$ cat src/rtl/swg_pkg.sv
package swg_pkg;

    localparam logic [7:0] CMD_WR_EN    = 8'h06;
    localparam logic [7:0] CMD_SR_EN    = 8'h50;
    localparam logic [7:0] CMD_SR_WRITE = 8'h01;
    localparam logic [7:0] CMD_SR_READ  = 8'h05;

    // summary of a frame, produced when chip select rises
    typedef struct packed {
        logic       whole;   // ended on a byte boundary with at least one byte
        logic [1:0] nbytes;  // completed bytes, saturating at 3
    } frame_info_t;

endpackage

$ cat src/rtl/swg_rx.sv
module swg_rx
    import swg_pkg::*;
#(
    parameter int BYTE_W = 8
) (
    input  logic              clk,
    input  logic              rst_n,
    input  logic              cs_n,
    input  logic              sck,
    input  logic              mosi,
    output logic              sck_rise,
    output logic              byte_done,
    output logic [1:0]        byte_idx,
    output logic [BYTE_W-1:0] byte_val,
    output logic              frame_end,
    output frame_info_t       frame_info
);
    localparam int CNT_W = $clog2(BYTE_W);
    localparam logic [CNT_W-1:0] LAST_BIT = CNT_W'(BYTE_W - 1);

    typedef struct packed {
        logic              sck_prev;
        logic              cs_prev;
        logic [CNT_W-1:0]  bit_cnt;
        logic [1:0]        byte_cnt;
        logic [BYTE_W-1:0] shift;
        logic              done;
        logic [1:0]        idx;
        logic [BYTE_W-1:0] data;
        logic              fend;
        frame_info_t       info;
    } rx_state_t;

    rx_state_t s_d, s_q;

    assign sck_rise = sck & ~s_q.sck_prev & ~cs_n;

    always_comb begin
        s_d          = s_q;
        s_d.sck_prev = sck;
        s_d.cs_prev  = cs_n;
        s_d.done     = 1'b0;
        s_d.fend     = 1'b0;
        if (cs_n) begin
            s_d.bit_cnt  = '0;
            s_d.byte_cnt = '0;
            if (!s_q.cs_prev) begin
                s_d.fend        = 1'b1;
                s_d.info.whole  = (s_q.bit_cnt == '0) && (s_q.byte_cnt != 2'd0);
                s_d.info.nbytes = s_q.byte_cnt;
            end
        end else if (sck_rise) begin
            s_d.shift = {s_q.shift[BYTE_W-2:0], mosi};
            if (s_q.bit_cnt == LAST_BIT) begin
                s_d.bit_cnt = '0;
                s_d.done    = 1'b1;
                s_d.idx     = s_q.byte_cnt;
                s_d.data    = {s_q.shift[BYTE_W-2:0], mosi};
                if (s_q.byte_cnt != 2'd3) begin
                    s_d.byte_cnt = s_q.byte_cnt + 2'd1;
                end
            end else begin
                s_d.bit_cnt = s_q.bit_cnt + CNT_W'(1);
            end
        end
    end

    always_ff @(posedge clk or negedge rst_n) begin
        if (!rst_n) begin
            s_q         <= '0;
            s_q.cs_prev <= 1'b1;
        end else begin
            s_q <= s_d;
        end
    end

    assign byte_done  = s_q.done;
    assign byte_idx   = s_q.idx;
    assign byte_val   = s_q.data;
    assign frame_end  = s_q.fend;
    assign frame_info = s_q.info;


    byte_in_frame_chk: assert property (@(posedge clk) disable iff (!rst_n)
        byte_done |-> $past(!cs_n));

endmodule

$ cat src/rtl/swg_ctrl.sv
module swg_ctrl
    import swg_pkg::*;
#(
    parameter int BYTE_W  = 8,
    parameter int WEL_POS = 1
) (
    input  logic              clk,
    input  logic              rst_n,
    input  logic              byte_done,
    input  logic [1:0]        byte_idx,
    input  logic [BYTE_W-1:0] byte_val,
    input  logic              frame_end,
    input  frame_info_t       frame_info,
    output logic [BYTE_W-1:0] status,
    output logic              rd_load
);
    localparam logic [BYTE_W-1:0] KEEP_MASK = ~(BYTE_W'(1) << WEL_POS);

    typedef struct packed {
        logic [BYTE_W-1:0] op;
        logic [BYTE_W-1:0] data;
        logic              arm;
        logic [BYTE_W-1:0] sr;
    } ctrl_state_t;

    ctrl_state_t s_d, s_q;

    assign rd_load = byte_done && (byte_idx == 2'd0) && (byte_val == BYTE_W'(CMD_SR_READ));

    always_comb begin
        s_d = s_q;
        if (byte_done) begin
            if (byte_idx == 2'd0) s_d.op   = byte_val;
            if (byte_idx == 2'd1) s_d.data = byte_val;
        end
        if (frame_end) begin
            s_d.arm = 1'b0;
            if (frame_info.whole) begin
                case (s_q.op)
                    BYTE_W'(CMD_WR_EN): begin
                        s_d.sr[WEL_POS] = 1'b1;
                        s_d.arm         = 1'b1;
                    end
                    BYTE_W'(CMD_SR_EN): begin
                        s_d.arm = 1'b1;
                    end
                    BYTE_W'(CMD_SR_WRITE): begin
                        if (s_q.arm && (frame_info.nbytes == 2'd2)) begin
                            s_d.sr          = s_q.data & KEEP_MASK;
                            s_d.sr[WEL_POS] = 1'b0;
                        end
                    end
                    default: ;
                endcase
            end
        end
    end

    always_ff @(posedge clk or negedge rst_n) begin
        if (!rst_n) s_q <= '0;
        else        s_q <= s_d;
    end

    assign status = s_q.sr;


    arm_source_chk: assert property (@(posedge clk) disable iff (!rst_n)
        $rose(s_q.arm) |-> $past(frame_end && frame_info.whole &&
            (s_q.op == BYTE_W'(CMD_WR_EN) || s_q.op == BYTE_W'(CMD_SR_EN))));


    wel_cleared_chk: assert property (@(posedge clk) disable iff (!rst_n)
        (frame_end && frame_info.whole && s_q.arm && frame_info.nbytes == 2'd2 &&
         s_q.op == BYTE_W'(CMD_SR_WRITE)) |=> !s_q.sr[WEL_POS]);


    partial_disarm_chk: assert property (@(posedge clk) disable iff (!rst_n)
        (frame_end && !frame_info.whole) |=> !s_q.arm);


    sr_frame_only_chk: assert property (@(posedge clk) disable iff (!rst_n)
        !frame_end |=> $stable(s_q.sr & KEEP_MASK));


    write_consumes_chk: assert property (@(posedge clk) disable iff (!rst_n)
        (frame_end && s_q.op == BYTE_W'(CMD_SR_WRITE)) |=> !s_q.arm);

endmodule

$ cat src/rtl/swg_tx.sv
module swg_tx #(
    parameter int BYTE_W = 8
) (
    input  logic              clk,
    input  logic              rst_n,
    input  logic              cs_n,
    input  logic              sck_rise,
    input  logic              rd_load,
    input  logic [BYTE_W-1:0] status,
    output logic              miso
);
    localparam int CNT_W = $clog2(BYTE_W);
    localparam logic [CNT_W-1:0] LAST_BIT = CNT_W'(BYTE_W - 1);

    typedef struct packed {
        logic              active;
        logic [CNT_W-1:0]  cnt;
        logic [BYTE_W-1:0] sh;
    } tx_state_t;

    tx_state_t s_d, s_q;

    always_comb begin
        s_d = s_q;
        if (cs_n) begin
            s_d = '0;
        end else if (rd_load) begin
            s_d.active = 1'b1;
            s_d.cnt    = '0;
            s_d.sh     = status;
        end else if (s_q.active && sck_rise) begin
            if (s_q.cnt == LAST_BIT) begin
                s_d.cnt = '0;
                s_d.sh  = status;
            end else begin
                s_d.cnt = s_q.cnt + CNT_W'(1);
                s_d.sh  = {s_q.sh[BYTE_W-2:0], 1'b0};
            end
        end
    end

    always_ff @(posedge clk or negedge rst_n) begin
        if (!rst_n) s_q <= '0;
        else        s_q <= s_d;
    end

    assign miso = s_q.active & s_q.sh[BYTE_W-1];


    miso_hold_chk: assert property (@(posedge clk) disable iff (!rst_n)
        (s_q.active && !cs_n && !sck_rise && !rd_load) |=> $stable(miso));

endmodule

$ cat src/rtl/sr_write_gate.sv
module sr_write_gate
    import swg_pkg::*;
#(
    parameter int BYTE_W  = 8,
    parameter int WEL_POS = 1
) (
    input  logic              clk,
    input  logic              rst_n,
    input  logic              spi_cs_n,
    input  logic              spi_sck,
    input  logic              spi_mosi,
    output logic              spi_miso,
    output logic [BYTE_W-1:0] sr_value
);
    logic              sck_rise;
    logic              byte_done;
    logic [1:0]        byte_idx;
    logic [BYTE_W-1:0] byte_val;
    logic              frame_end;
    frame_info_t       frame_info;
    logic              rd_load;

    swg_rx #(.BYTE_W(BYTE_W)) u_rx (
        .clk        (clk),
        .rst_n      (rst_n),
        .cs_n       (spi_cs_n),
        .sck        (spi_sck),
        .mosi       (spi_mosi),
        .sck_rise   (sck_rise),
        .byte_done  (byte_done),
        .byte_idx   (byte_idx),
        .byte_val   (byte_val),
        .frame_end  (frame_end),
        .frame_info (frame_info)
    );

    swg_ctrl #(.BYTE_W(BYTE_W), .WEL_POS(WEL_POS)) u_ctrl (
        .clk        (clk),
        .rst_n      (rst_n),
        .byte_done  (byte_done),
        .byte_idx   (byte_idx),
        .byte_val   (byte_val),
        .frame_end  (frame_end),
        .frame_info (frame_info),
        .status     (sr_value),
        .rd_load    (rd_load)
    );

    swg_tx #(.BYTE_W(BYTE_W)) u_tx (
        .clk      (clk),
        .rst_n    (rst_n),
        .cs_n     (spi_cs_n),
        .sck_rise (sck_rise),
        .rd_load  (rd_load),
        .status   (sr_value),
        .miso     (spi_miso)
    );


    idle_miso_chk: assert property (@(posedge clk) disable iff (!rst_n)
        $past(spi_cs_n) |-> !spi_miso);

endmodule

$ cat config.mk
export PLATFORM = sky130hd
export DESIGN_NAME = sr_write_gate
export DESIGN_NICKNAME = d
export VERILOG_FILES = /design/src/rtl/swg_pkg.sv /design/src/rtl/swg_rx.sv /design/src/rtl/swg_ctrl.sv /design/src/rtl/swg_tx.sv /design/src/rtl/sr_write_gate.sv
export SDC_FILE = /design/constraint.sdc
export NUM_CORES = 1
export LEC_CHECK = 0
export BUFFER_PORTS_ARGS = -buffer_cell sky130_fd_sc_hd__buf_4
export CAP_MARGIN = 10
export CELL_PAD_IN_SITES_DETAIL_PLACEMENT = 1
export CELL_PAD_IN_SITES_GLOBAL_PLACEMENT = 2
export CORE_ASPECT_RATIO = 0.9
export CORE_UTILIZATION = 42
export CTS_CLUSTER_DIAMETER = 80
export DETAILED_ROUTE_END_ITERATION = 8
export PLACE_DENSITY = 0.8
export SLEW_MARGIN = 20
export SYNTH_ARGS = -nofsm -noshare
export SYNTH_HDL_FRONTEND = slang
export SYNTH_SLANG_ARGS = --single-unit
$ cat constraint.sdc
create_clock -name clk -period 3.2 [get_ports clk]
set_input_delay 0.16 -clock clk [delete_from_list [all_inputs] [get_ports clk]]
set_output_delay 0.16 -clock clk [all_outputs]
set_load 0.05 [all_outputs]
# After elaboration in Yosys (flattened, before gate mapping)
# Cells that the tools add are included.
classes:
  addsub: 3
  n_mul: 0
  div: 0
  order_cmp: 0
  n_eq_ne: 10
  shift: 0
  mux: 20
  n_bitwise: 6
  n_reduce_logical: 23
op_table:
  columns: ["cell", "count"]
  rows:
  - ["2-to-1 mux 11 bit", 5]
  - ["2-to-1 mux 24 bit", 1]
  - ["== test 8 x 3 -> 1 bit, second input constant", 2]
  - ["2-to-1 mux 12 bit", 1]
  - ["nonzero test 2 bit", 6]
  - ["2-to-1 mux 9 bit", 1]
  - ["== test 8 x 1 -> 1 bit, second input constant", 1]
  - ["== test 8 x 7 -> 1 bit, second input constant", 1]
  - ["2-to-1 mux 4 bit", 2]
  - ["2-to-1 mux 8 bit", 1]
  - ["AND reduction 2 bit", 4]
  - ["AND reduction 4 bit", 2]
  - ["adder 3 x 1 -> 3 bit, second input constant", 2]
  - ["== test 3 bit, second input constant", 2]
  - ["2-to-1 mux 6 bit", 1]
  - ["AND reduction 3 bit", 2]
  - ["logical AND 1 bit", 5]
  - ["2-to-1 mux 5 bit", 1]
  - ["2-to-1 mux 2 bit", 2]
  - ["AND 1 bit", 3]
  - ["zero test 3 bit", 1]
  - ["2-to-1 mux 1 bit", 3]
  - ["2-to-1 mux 3 bit", 1]
  - ["inverter 1 bit", 3]
  - ["9 further kinds", 9]
word_totals:
  regBits: 67
  latchBits: 0
  ramBits: 0
  rom_bits: 0
  in_bits: 5
  out_inout_bits: 9
  elab_cells: 81
  memories: 0

# Depth between registers and ports, before layout
depth:
  ltp_word: 7
  mapped_depth: 5
  mapped_depth_nobuf: 5

# By module
# A second synthesis with hierarchy kept.
hier_totals:
  hier_cells: 225
  area_unflattened_um2: 3000.4
by_module_without_submodules:
  columns: ["module", "instances", "cells_each", "area_each_um2", "seq_area_each_um2"]
  rows:
  - ["swg_rx", 1, 97, 1336.3, 726.9]
  - ["swg_ctrl", 1, 74, 1068.5, 600.6]
  - ["swg_tx", 1, 54, 595.6, 300.3]

# Worst setup path before layout
# OpenSTA, ideal clock, no wires.
synth_timing:
  path_kind: "register -> register"
  from: "register u_rx.s_q[29] (netlist name)"
  to: "register u_rx.s_q, in the netlist u_rx.byte_idx[0]"
  setup_time_ps: 125
  arrival_ps: 1390
  t_required_ps: 3075
  slack_ps: 1685
  stages_incl_launch_ff: 5
  path_buffers: 1
  period_less_slack_ps: 1515
  cell_sequence: "dfrtp_1 > nor3b_4 > and2_4 > buf_12 > mux2_4"
synth_between:
  elab_chain_cells: 4
synth_rtl:
  columns: ["element", "line_no", "rtl"]
  rows:
  - ["start, declared", "swg_rx.sv:34", "rx_state_t s_d, s_q;"]
  - ["inverter 1 bit", "swg_rx.sv:36", "assign sck_rise = sck & ~s_q.sck_prev & ~cs_n;"]
  - ["AND 1 bit (2 in series)", "swg_rx.sv:36", null]
  - ["AND reduction 3 bit (no line)", null, null]
# Every way passes these cells.
# A chain may end at the register's enable or synchronous reset.

# Worst setup path after layout
layout_timing:
  from: "register u_rx.s_q[29] (netlist name)"
  to: "register u_rx.s_q, in the netlist u_rx.byte_idx[1]"
# The elaborated chain is that of the path after synthesis.

==> impl_results.md <==
* Final Hold Fails at 0
* Remaining global-route overflow at 0
* Crit path required time at 3.43 ns
* Critical path cell sequence: nor3b_4, and2_4, mux2_2
* Max Slew Vio Count at 0
* Post-synthesis sequential area ratio at 55.5%
* Most common cell in the netlist: dfrtp_1
* Crit-path leading delay family: simple AND/OR/NAND/NOR gates
* Synth Register Bits at 65
* Post-DP HPWL at 3.75 mm
* Dpl ws at 1.47 ns
* Rows at 28
* Cts bufs inserted at 9
* Final Critical Period at 1.74 ns
* EDFF count, synth at 0
* Largest net degree at the start of global routing at 66
* Vias per cell at 5.14
* Critical path depth at 3
* Placed inst area at between 3000 and 4000 µm²
* Starting DRC count in detailed routing at 66
* Syn Nets at 230
* Area share of the largest cell type after synthesis at 54.6%
* Number of global-route vias before repair at around 1700
* Top cells by area, synth: dfrtp_1, mux2_2, mux2_4
* Element type at the critical path end: flip-flop
* Critical path launch point type: flip-flop
* CP Max Fanout at 11
* Initial antenna violation count at 0
* Die Y at a little over 80 µm
* Post-route cell area at 3250 µm²
* GRT Overall Usage at 16.8%
* CP max stage cell: dfrtp_1
* CTS Root Cell: clkbuf_8
* Power Density at 508 nW/µm²
* Finish-stage setup viols at 0
* Worst path max stage delay at 0.46 ns
* Slew headroom at about 45%
* Port buffer count at 13
* Netlist cell types at 38
* Pre-Repair DR Iteration Count at 4
* P&R area growth vs syn at 10.9%
* F_max at 574 MHz
* Clk Latency, worst-skew pair at 0.34 ns
* Max Buffers Root-to-Sink at 2
* Layout Nets at 243
* Placer Congestion at 0.703
* Worst min path class: in -> reg
* Setup TNS at 0 ns
* Die W at 90.1 µm
* Initial Utilization at 44.1%
* DRC viols at 0
* Ys async rst share at 100%
* Synth Cell Area at 2930 µm²
* Max_cap viols at 0
* RSZ-0062 raised after global routing: false
* Status: completed
* Crit Path Category: reg -> reg
* Via count at 1675
* Die Area at 7320 µm²
* CTS clk-pin slew, worst paths at 0.07 ns
* Data arrival, critical path at 1.97 ns
* Avg Cell Area, Syn at 13.5 µm²
* Buffers plus inverters on the worst setup path at 0
* CTS sink count at 65
* Post-route ant nets at 0
* Leak at 1.51 nW
* Layout filler cell count at just under 700
* Core Area at 6660 µm²
* FF-to-FF path depth at 3
* VDD IR max at 256 µV
* Synth area leader: dfrtp_1
* Worst Hold Depth at 1
* Slew @ Worst Pin at 0.830 ns
* TritonCTS clock tree: built
* Post-Synthesis Cells at ~220
* # diodes at 0
* Final Cycle Share at 54.4%
* Setup ws final at 1.46 ns
* First-pass GRT wire length at roughly 9.2 mm
* Top Ports at 14
* Final Instance Count excl. Fillers at 326
* Ys Warns at 0
* Clock skew at 0.00698 ns
* Top cells by count, synth: dfrtp_1, mux2_2, inv_1
* Final WL at ~5.4 mm
* Predominant post-synthesis flop cell: dfrtp_1
* Fraction of layout cells with a size suffix above 1 at 33.5%
* Routed len/inst at about 17 µm
* CTS HTree Levels at 3
* Dpl cells at 308
[per-layer routing]
metal	global-route usage [%]	vias up	part of all wire, %
met5	0	-	0
met4	5.32	0	1.2
met3	5.62	7	3.1
met2	26.2	19	47
met1	22.4	861	49
li1	-	788	-
[logic make-up after synthesis]
kind of cell	count (synthesis)	synth area share, %
and+or+nand+nor	48	10.7
AOI/OAI and AO/OA	19	5.07
muxes	50	19.9
buffers and inverters	28	5.63
DFF	65	55.5
adders and majority gates	7	2.98
xor gates and xnor gates	1	0.299
[cell usage in the layout (no fill, tap or decap), drive strengths merged, types with 2 or more instances in the layout]
master       instances
mux2i               11
clkbuf               9
and4bb               2
o21ai                3
clkinvlp             3
and3b                2
dlygate4sd3          2
clkinv               3
nand3b               3
dfrtp               64
inv                 14
nor2                 9
nand4                2
nand2               11
mux2                39
a21oi                3
ha                   7
nor4                 2
o32ai                8
and2                 2
buf                 14
nor2b                9
nor3b                2
[path summary, 6_finish.rpt]
check | endpoint | slack (ns) | from
setup / recovery | u_rx.byte_idx[1]$_DFFE_PN0P_ | 1.46 | u_rx.s_q[29]$_DFF_PN0_
hold / removal | u_rx.s_q[28]$_DFF_PN1_ | 0.04 | spi_cs_n
min in group asynchronous | u_ctrl.status[4]$_DFFE_PN0P_ | 0.44 | rst_n
setup reg to reg | u_rx.byte_idx[1]$_DFFE_PN0P_ | 1.46 | u_rx.s_q[29]$_DFF_PN0_
hold reg to reg | u_rx.frame_info[0]$_DFFE_PN0P_ | 0.48 | u_rx.frame_info[0]$_DFFE_PN0P_
max in group asynchronous | u_ctrl.s_q[21]$_DFFE_PN0P_ | 2.20 | rst_n
[power breakdown]
part | internal [mW] | switching, mW | total [mW]
Clock | 0.357 | 0.324 | 0.681
Combinational | 0.0411 | 0.0393 | 0.0804
Sequential | 0.862 | 0.0304 | 0.893
Total | 1.26 | 0.394 | 1.65
[through the flow]
step	hold WS (ns)	power [mW]	util (%)
2_1_floorplan	-0.136	0.950	-
3_3_place_gp	0.307	0.983	45.7
3_5_place_dp	0.313	0.991	45.7
4_1_cts	0.0275	1.68	48.9
5_1_grt	0.0331	1.73	48.9
6_report	0.0392	1.65	48.9
[state kept, by name, summed over array words and instances, names as in the netlist]
signal / flops
u_ctrl.s_q: 16
u_rx.s_q: 14
u_tx.s_q: 12
u_ctrl.status: 8
u_rx.byte_val: 8
u_rx.frame_info: 3
u_rx.byte_idx: 2
u_rx.byte_done: 1
u_rx.frame_end: 1
[cell type report]
class                           count  area, µm²  share of cell area [%]
Timing Repair Buffer               16        125                    3.84
Tap cell                           90        113                    3.46
Multi-Input combinational cell    125       1140                    35.1
Clock buffer                        9        124                    3.81
Inverter                           14       52.6                    1.61
Sequential cell                    65       1630                    50.0
Clock inverter                      7       71.3                    2.19
[worst reg2reg max path, stage by stage (launching register included)]
cell     delay (ns)
dfrtp_1        0.46
nor3b_4        0.46
and2_4         0.35
mux2_2         0.35
[what timing repair did]
item                                   in CTS  in global routing
buffers inserted                            0                  0
resized for setup                           0                  0
hold buffers                                2                  0
endpoints found under the hold margin      65                  0
No activity file was read; power rests on OpenSTA's default activity.
